--- src/rtl/clc_pkg.sv ---
// Package: shared constants and the synchronized control bundle used by the
// channel controller. Assumes every control pin is asynchronous to clk.
package clc_pkg;
    // Default channel count of one controller.
    parameter int CLC_CHANNELS = 16;
    // Number of flops in each input synchronizer.
    parameter int CLC_SYNC_STAGES = 2;

    // Control levels after they are brought into the clk domain.
    typedef struct packed {
        logic load;
        logic blank;
        logic fault;
    } clc_ctl_t;
endpackage

--- src/rtl/clc_sync.sv ---
// Module: multi-stage level synchronizer with a chosen reset value.
// Assumes the inputs are slow levels (wider than a few clk periods) and that
// each bit may be resynchronized on its own.
module clc_sync #(
    parameter int         WIDTH   = 1,
    parameter int         STAGES  = 2,
    parameter logic [WIDTH-1:0] RST_VAL = '0
) (
    input  logic             clk,
    input  logic             rst_n,
    input  logic [WIDTH-1:0] d,
    output logic [WIDTH-1:0] q
);
    logic [WIDTH-1:0] stage_q [STAGES];

    // Stage 0 captures the asynchronous input.
    always_ff @(posedge clk) begin
        if (!rst_n) stage_q[0] <= RST_VAL;
        else        stage_q[0] <= d;
    end

    // Later stages give metastability time to resolve.
    for (genvar s = 1; s < STAGES; s++) begin : g_stage
        always_ff @(posedge clk) begin
            if (!rst_n) stage_q[s] <= RST_VAL;
            else        stage_q[s] <= stage_q[s-1];
        end
    end

    assign q = stage_q[STAGES-1];
endmodule

--- src/rtl/clc_shift.sv ---
// Module: serial shift register driven by a sampled shift clock.
// The shift clock and data pass through the same synchronizer, so they stay
// aligned. A rising edge of the synchronized clock shifts the data in at
// stage 0. Assumes the shift clock high and low times each last at least
// three clk periods. The clock synchronizer resets high, so a clock that is
// already high at reset release does not count as an edge.
module clc_shift #(
    parameter int N      = 16,
    parameter int STAGES = 2
) (
    input  logic         clk,
    input  logic         rst_n,
    input  logic         sclk_raw,
    input  logic         sdin_raw,
    output logic [N-1:0] shreg,
    output logic         sdo
);
    logic [1:0] sync_q;
    logic       sclk_prev;
    logic       sclk_rise;

    clc_sync #(.WIDTH(2), .STAGES(STAGES), .RST_VAL(2'b10)) u_sync (
        .clk  (clk),
        .rst_n(rst_n),
        .d    ({sclk_raw, sdin_raw}),
        .q    (sync_q)
    );

    // Previous synchronized clock level, used for edge detection.
    always_ff @(posedge clk) begin
        if (!rst_n) sclk_prev <= 1'b1;
        else        sclk_prev <= sync_q[1];
    end

    assign sclk_rise = sync_q[1] & ~sclk_prev;

    // Shift one stage up on each detected rising edge.
    always_ff @(posedge clk) begin
        if (!rst_n)         shreg <= '0;
        else if (sclk_rise) shreg <= {shreg[N-2:0], sync_q[0]};
    end

    assign sdo = shreg[N-1];
endmodule

--- src/rtl/clc_hold.sv ---
// Module: holding register and output gate. While load is high, the holding
// register copies the shift register each cycle; while load is low, it keeps
// its value. The channel enables are registered, and they are forced low
// whenever blank or the fault level is high. Assumes synchronized controls.
module clc_hold #(
    parameter int N = 16
) (
    input  logic                 clk,
    input  logic                 rst_n,
    input  logic [N-1:0]         shreg,
    input  clc_pkg::clc_ctl_t    ctl,
    output logic [N-1:0]         ch_en
);
    logic [N-1:0] held_q;
    logic         gate_off;

    // Track the shift register while load is high; freeze it otherwise.
    always_ff @(posedge clk) begin
        if (!rst_n)        held_q <= '0;
        else if (ctl.load) held_q <= shreg;
    end

    assign gate_off = ctl.blank | ctl.fault;

    // Registered channel enables, forced off by blank or fault.
    always_ff @(posedge clk) begin
        if (!rst_n)        ch_en <= '0;
        else if (gate_off) ch_en <= '0;
        else               ch_en <= held_q;
    end
endmodule

--- src/rtl/chan_latch_ctrl.sv ---
// Module: top of the cascadable serial-to-latch channel controller.
// Brings load, blank and the optional fault input into the clk domain, then
// connects the shift and hold stages. When HAS_FAULT is 0, therm_fault is
// ignored. Assumes rst_n comes from power-on/undervoltage detection.
module chan_latch_ctrl #(
    parameter int N         = clc_pkg::CLC_CHANNELS,
    parameter int STAGES    = clc_pkg::CLC_SYNC_STAGES,
    parameter bit HAS_FAULT = 1'b1
) (
    input  logic         clk,
    input  logic         rst_n,
    input  logic         ser_clk,
    input  logic         ser_din,
    output logic         ser_dout,
    input  logic         load,
    input  logic         blank,
    input  logic         therm_fault,
    output logic [N-1:0] ch_en
);
    logic [N-1:0]       shreg;
    logic [1:0]         lb_sync;
    logic               fault_s;
    clc_pkg::clc_ctl_t  ctl;

    // load resets to idle (low); blank resets to asserted (high).
    clc_sync #(.WIDTH(2), .STAGES(STAGES), .RST_VAL(2'b01)) u_lb_sync (
        .clk  (clk),
        .rst_n(rst_n),
        .d    ({load, blank}),
        .q    (lb_sync)
    );

    if (HAS_FAULT) begin : g_fault
        clc_sync #(.WIDTH(1), .STAGES(STAGES), .RST_VAL(1'b0)) u_fault_sync (
            .clk  (clk),
            .rst_n(rst_n),
            .d    (therm_fault),
            .q    (fault_s)
        );
    end else begin : g_nofault
        assign fault_s = 1'b0;
    end

    assign ctl = '{load: lb_sync[1], blank: lb_sync[0], fault: fault_s};

    clc_shift #(.N(N), .STAGES(STAGES)) u_shift (
        .clk     (clk),
        .rst_n   (rst_n),
        .sclk_raw(ser_clk),
        .sdin_raw(ser_din),
        .shreg   (shreg),
        .sdo     (ser_dout)
    );

    clc_hold #(.N(N)) u_hold (
        .clk  (clk),
        .rst_n(rst_n),
        .shreg(shreg),
        .ctl  (ctl),
        .ch_en(ch_en)
    );
endmodule

--- config.mk ---
export PLATFORM = sky130hd
export DESIGN_NAME = chan_latch_ctrl
export DESIGN_NICKNAME = d
export VERILOG_FILES = /design/src/rtl/clc_pkg.sv /design/src/rtl/clc_sync.sv /design/src/rtl/clc_shift.sv /design/src/rtl/clc_hold.sv /design/src/rtl/chan_latch_ctrl.sv
export SDC_FILE = /design/constraint.sdc
export NUM_CORES = 1
export LEC_CHECK = 0
export ABC_AREA = 1
export BUFFER_PORTS_ARGS = -buffer_cell sky130_fd_sc_hd__buf_4
export CORE_MARGIN = 2
export CORE_UTILIZATION = 40
export CTS_BUF_LIST = sky130_fd_sc_hd__clkbuf_4 sky130_fd_sc_hd__clkbuf_8
export DETAILED_ROUTE_END_ITERATION = 16
export PLACE_DENSITY = 0.66
export SETUP_SLACK_MARGIN = 0.4
export SYNTH_ARGS = -nofsm -noshare
export SYNTH_HDL_FRONTEND = slang
export SYNTH_SLANG_ARGS = --single-unit
--- constraint.sdc ---
create_clock -name clk -period 1 [get_ports clk]
set_input_delay 0.2 -clock clk [delete_from_list [all_inputs] [get_ports clk]]
set_output_delay 0.2 -clock clk [all_outputs]
set_load 0.05 [all_outputs]
==> results by group <==
Critical path
  – CP arrival: slightly above 800 ps
  – Worst setup SP type: register
  – Critical Path Max Stage Delay: about 350 ps
  – Crit path cell chain: buf_8
  – Crit end category: output port
  – Crit-path max FO: 1
  – Family with the most delay on the worst path: flip-flops
  – CP required: approximately 800 ps
  – Crit Path Class: reg2out
  – Worst Path Buf+Inv: 1
  – Crit path max-delay cell type: dfxtp_4

STA
  – Measured slew at the worst slew-check pin: between 200 and 250 ps
  – Worst Slack Setup Final: -31.9 ps
  – Final period util: 103%
  – RSZ-0062 raised after global routing: true
  – Setup violators final: 17
  – Hold Violations, Final: 0
  – Setup Skew: between 10 and 15 ps
  – Hold WS: roughly 42 ps
  – Max-slew headroom: between 80% and 90%
  – Minimum clock period: between 1000 and 1500 ps
  – Peak Freq: between 900 and 1000 MHz
  – Max Slew Vio Count: 0

Route
  – Drt first pass iters: 4
  – Detail Route Antenna Nets: 0
  – Vias: 1557
  – Final wirelength: between 4 and 5 mm
  – Initial drt markers: roughly 110
  – Residual DRC count: 0
  – WL per Instance: roughly 12 um
  – Via-to-Cell Ratio: approximately 4.5

Synth
  – Prevailing post-synth register cell: dfxtp_1
  – Syn_area_per_cell: roughly 8 um^2
  – Area contributors post-synth: dfxtp_1 60%, nor2_1 9.4%, inv_1 7.7%
  – Area leader, netlist: dfxtp_1
  – FFs w/ async S/R, synth: 0%
  – Synth Cell Area: 1960 um^2
  – Syn. warnings: 0
  – Seq/Total Area, Yosys: roughly three fifths
  – Most frequent cells after synthesis: 59 x dfxtp_1, 49 x nor2_1, 40 x inv_1
  – EDFF count, synth: 0
  – Synth cell types: 16
  – Syn Nets: 246
  – Count leader, synth: dfxtp_1
  – Synth Instances: ~240
  – Top cell type's share of synthesized area: 60.2%
  – #FFs+latches synth: between 50 and 60

Status
  – Outcome: complete, but fails checks
  – Failing checks: negative setup slack

Floorplanning
  – Core ar.: 4720 um^2
  – Row count: 25
  – Die Ht: approximately 74 um
  – Io pins: 24
  – Die ar.: 5480 um^2
  – Starting density of the core: 41.5%
  – Overall die width: around 74 um

Placed design
  – Port Buffers: 23
  – Worst Setup Slack post-DPL: -63.8 ps
  – Final Wtd Congestion: 0.710
  – DPL Wire Length: 1.94 mm
  – Placed instance count: about 320

Layout
  – Finished Layout Cells: 347
  – Share of cells above drive strength 1: 48.9%
  – Area of the multi-input gates: around 830 um^2
  – Number of fill cells: about 370
  – FF+latch area: ~1300 um^2
  – Ant diodes: 0
  – Area Growth Syn to Fin: 55.9%
  – Nets: between 200 and 300

GRT
  – First-pass GRT wire length: approximately 6.3 mm
  – Grt total ovfl: 0
  – Largest net degree at the start of global routing: 33
  – Number of global-route vias before repair: 1387
  – Tot GR Track Use: between 15 and 20%
  – Initial antenna violation count: 0

Clocking
  – CTS H-tree depth: 3
  – Clk sinks: just under 60
  – Clk buf depth: 2
  – Skew-Pair Late Insertion Delay: ~340 ps
  – CTS tree: built
  – Clock Tree Root: clkbuf_8
  – TritonCTS Buffers: 9
  – Clock transition at the registers of the reported paths: approximately 70 ps
  – Cts hold-fix bufs: 0

Flow run
  – Max Cap Viol: 0

Min path
  – Worst hold path class: in2reg

Power
  – Peak supply drop: 0.800 mV
  – PwrDens: roughly 1700 nW/um^2
  – Static leakage: 1.18 nW
==> power breakdown <==
group	internal, mW	switching [mW]	total [mW]
logic	0.165	0.215	0.379
clock network	1.48	0.898	2.38
registers	2.38	0.0533	2.43
==> flip-flops by register name, indices dropped and copies added, names as in the netlist <==
signal                        count
g_fault.u_fault_sync.stage_q      2
u_hold.ch_en                     16
u_hold.held_q                    16
u_lb_sync.stage_q                 4
u_shift.sclk_prev                 1
u_shift.shreg                    16
u_shift.u_sync.stage_q            4
==> final timing paths <==
path | slack [ps] | from | end | cells past startpoint
setup reg to reg | 70 | u_shift.sclk_prev | u_shift.shreg[11] | 5
setup / recovery | -30 | u_hold.ch_en[15] | ch_en[15] | 1
hold reg to reg | 400 | u_lb_sync.stage_q[0][0] | u_lb_sync.stage_q[1][0] | 1
hold / removal | 40 | blank | u_lb_sync.stage_q[0][0] | 2
==> layout make-up <==
class                   count  area share [%]
clock buffers              11            4.75
clock inverters             5            2.50
inverters                  42            5.36
multi-input cells         127            27.2
flip-flops and latches     59            41.2
well taps                  67            2.74
repair buffers             36            16.3
==> routing by layer <==
metal  routed length [um]  global-route usage, %  part of all wire (%)  up-vias
met5                    0                      0                     0        -
met4                  128                   12.1                   3.0        0
met3                  146                   4.07                   3.5       11
met2                 2070                   23.6                    49       35
met1                 1870                   20.1                    44      716
li1                     -                      -                     -      795
==> kinds of logic after synthesis <==
logic type	count (synthesis)	share of synthesized area, %
buf+inv	54	11.7
compound gates	32	8.17
flops	59	60.2
simple gates	94	19.9
==> metrics by stage <==
step	TNS (ps)	power, mW	area, um^2	utilization (%)
final	-355	5.20	3060	64.7
after global routing	-633	5.37	3060	64.7
after CTS	-477	5.15	2890	61.2
after detailed placement	-446	2.72	2280	48.3
after global placement	-135	2.71	2280	48.3
after floorplan	0	2.66	2080	-
==> cell usage in the layout, fill, tap and decap left out, types with 2 or more instances in the layout <==
| master | synthesis | layout |
|---|---|---|
| a21oi_1 | 16 | 8 |
| a21oi_2 | 0 | 8 |
| buf_12 | 0 | 3 |
| buf_4 | 0 | 8 |
| buf_6 | 2 | 5 |
| buf_8 | 0 | 18 |
| bufinv_16 | 0 | 2 |
| clkbuf_16 | 0 | 2 |
| clkbuf_8 | 0 | 10 |
| clkinvlp_4 | 0 | 2 |
| dfxtp_1 | 59 | 37 |
| dfxtp_2 | 0 | 2 |
| dfxtp_4 | 0 | 20 |
| inv_1 | 40 | 39 |
| nand2_1 | 24 | 19 |
| nand2_2 | 0 | 4 |
| nand2_4 | 0 | 2 |
| nand3_2 | 0 | 16 |
| nor2_1 | 49 | 35 |
| nor2_2 | 0 | 12 |
| nor2_4 | 1 | 3 |
| o21ai_2 | 0 | 11 |
| o21ai_4 | 0 | 5 |
| or2_1 | 4 | 4 |
==> repair_timing <==
action	4_1_cts	5_1_grt
pin swaps	39	4
resized for setup	83	29
setup buffers	6	0
setup endpoints to repair	67	67
gates cloned	1	3
Power figures use the tool's default switching activity.
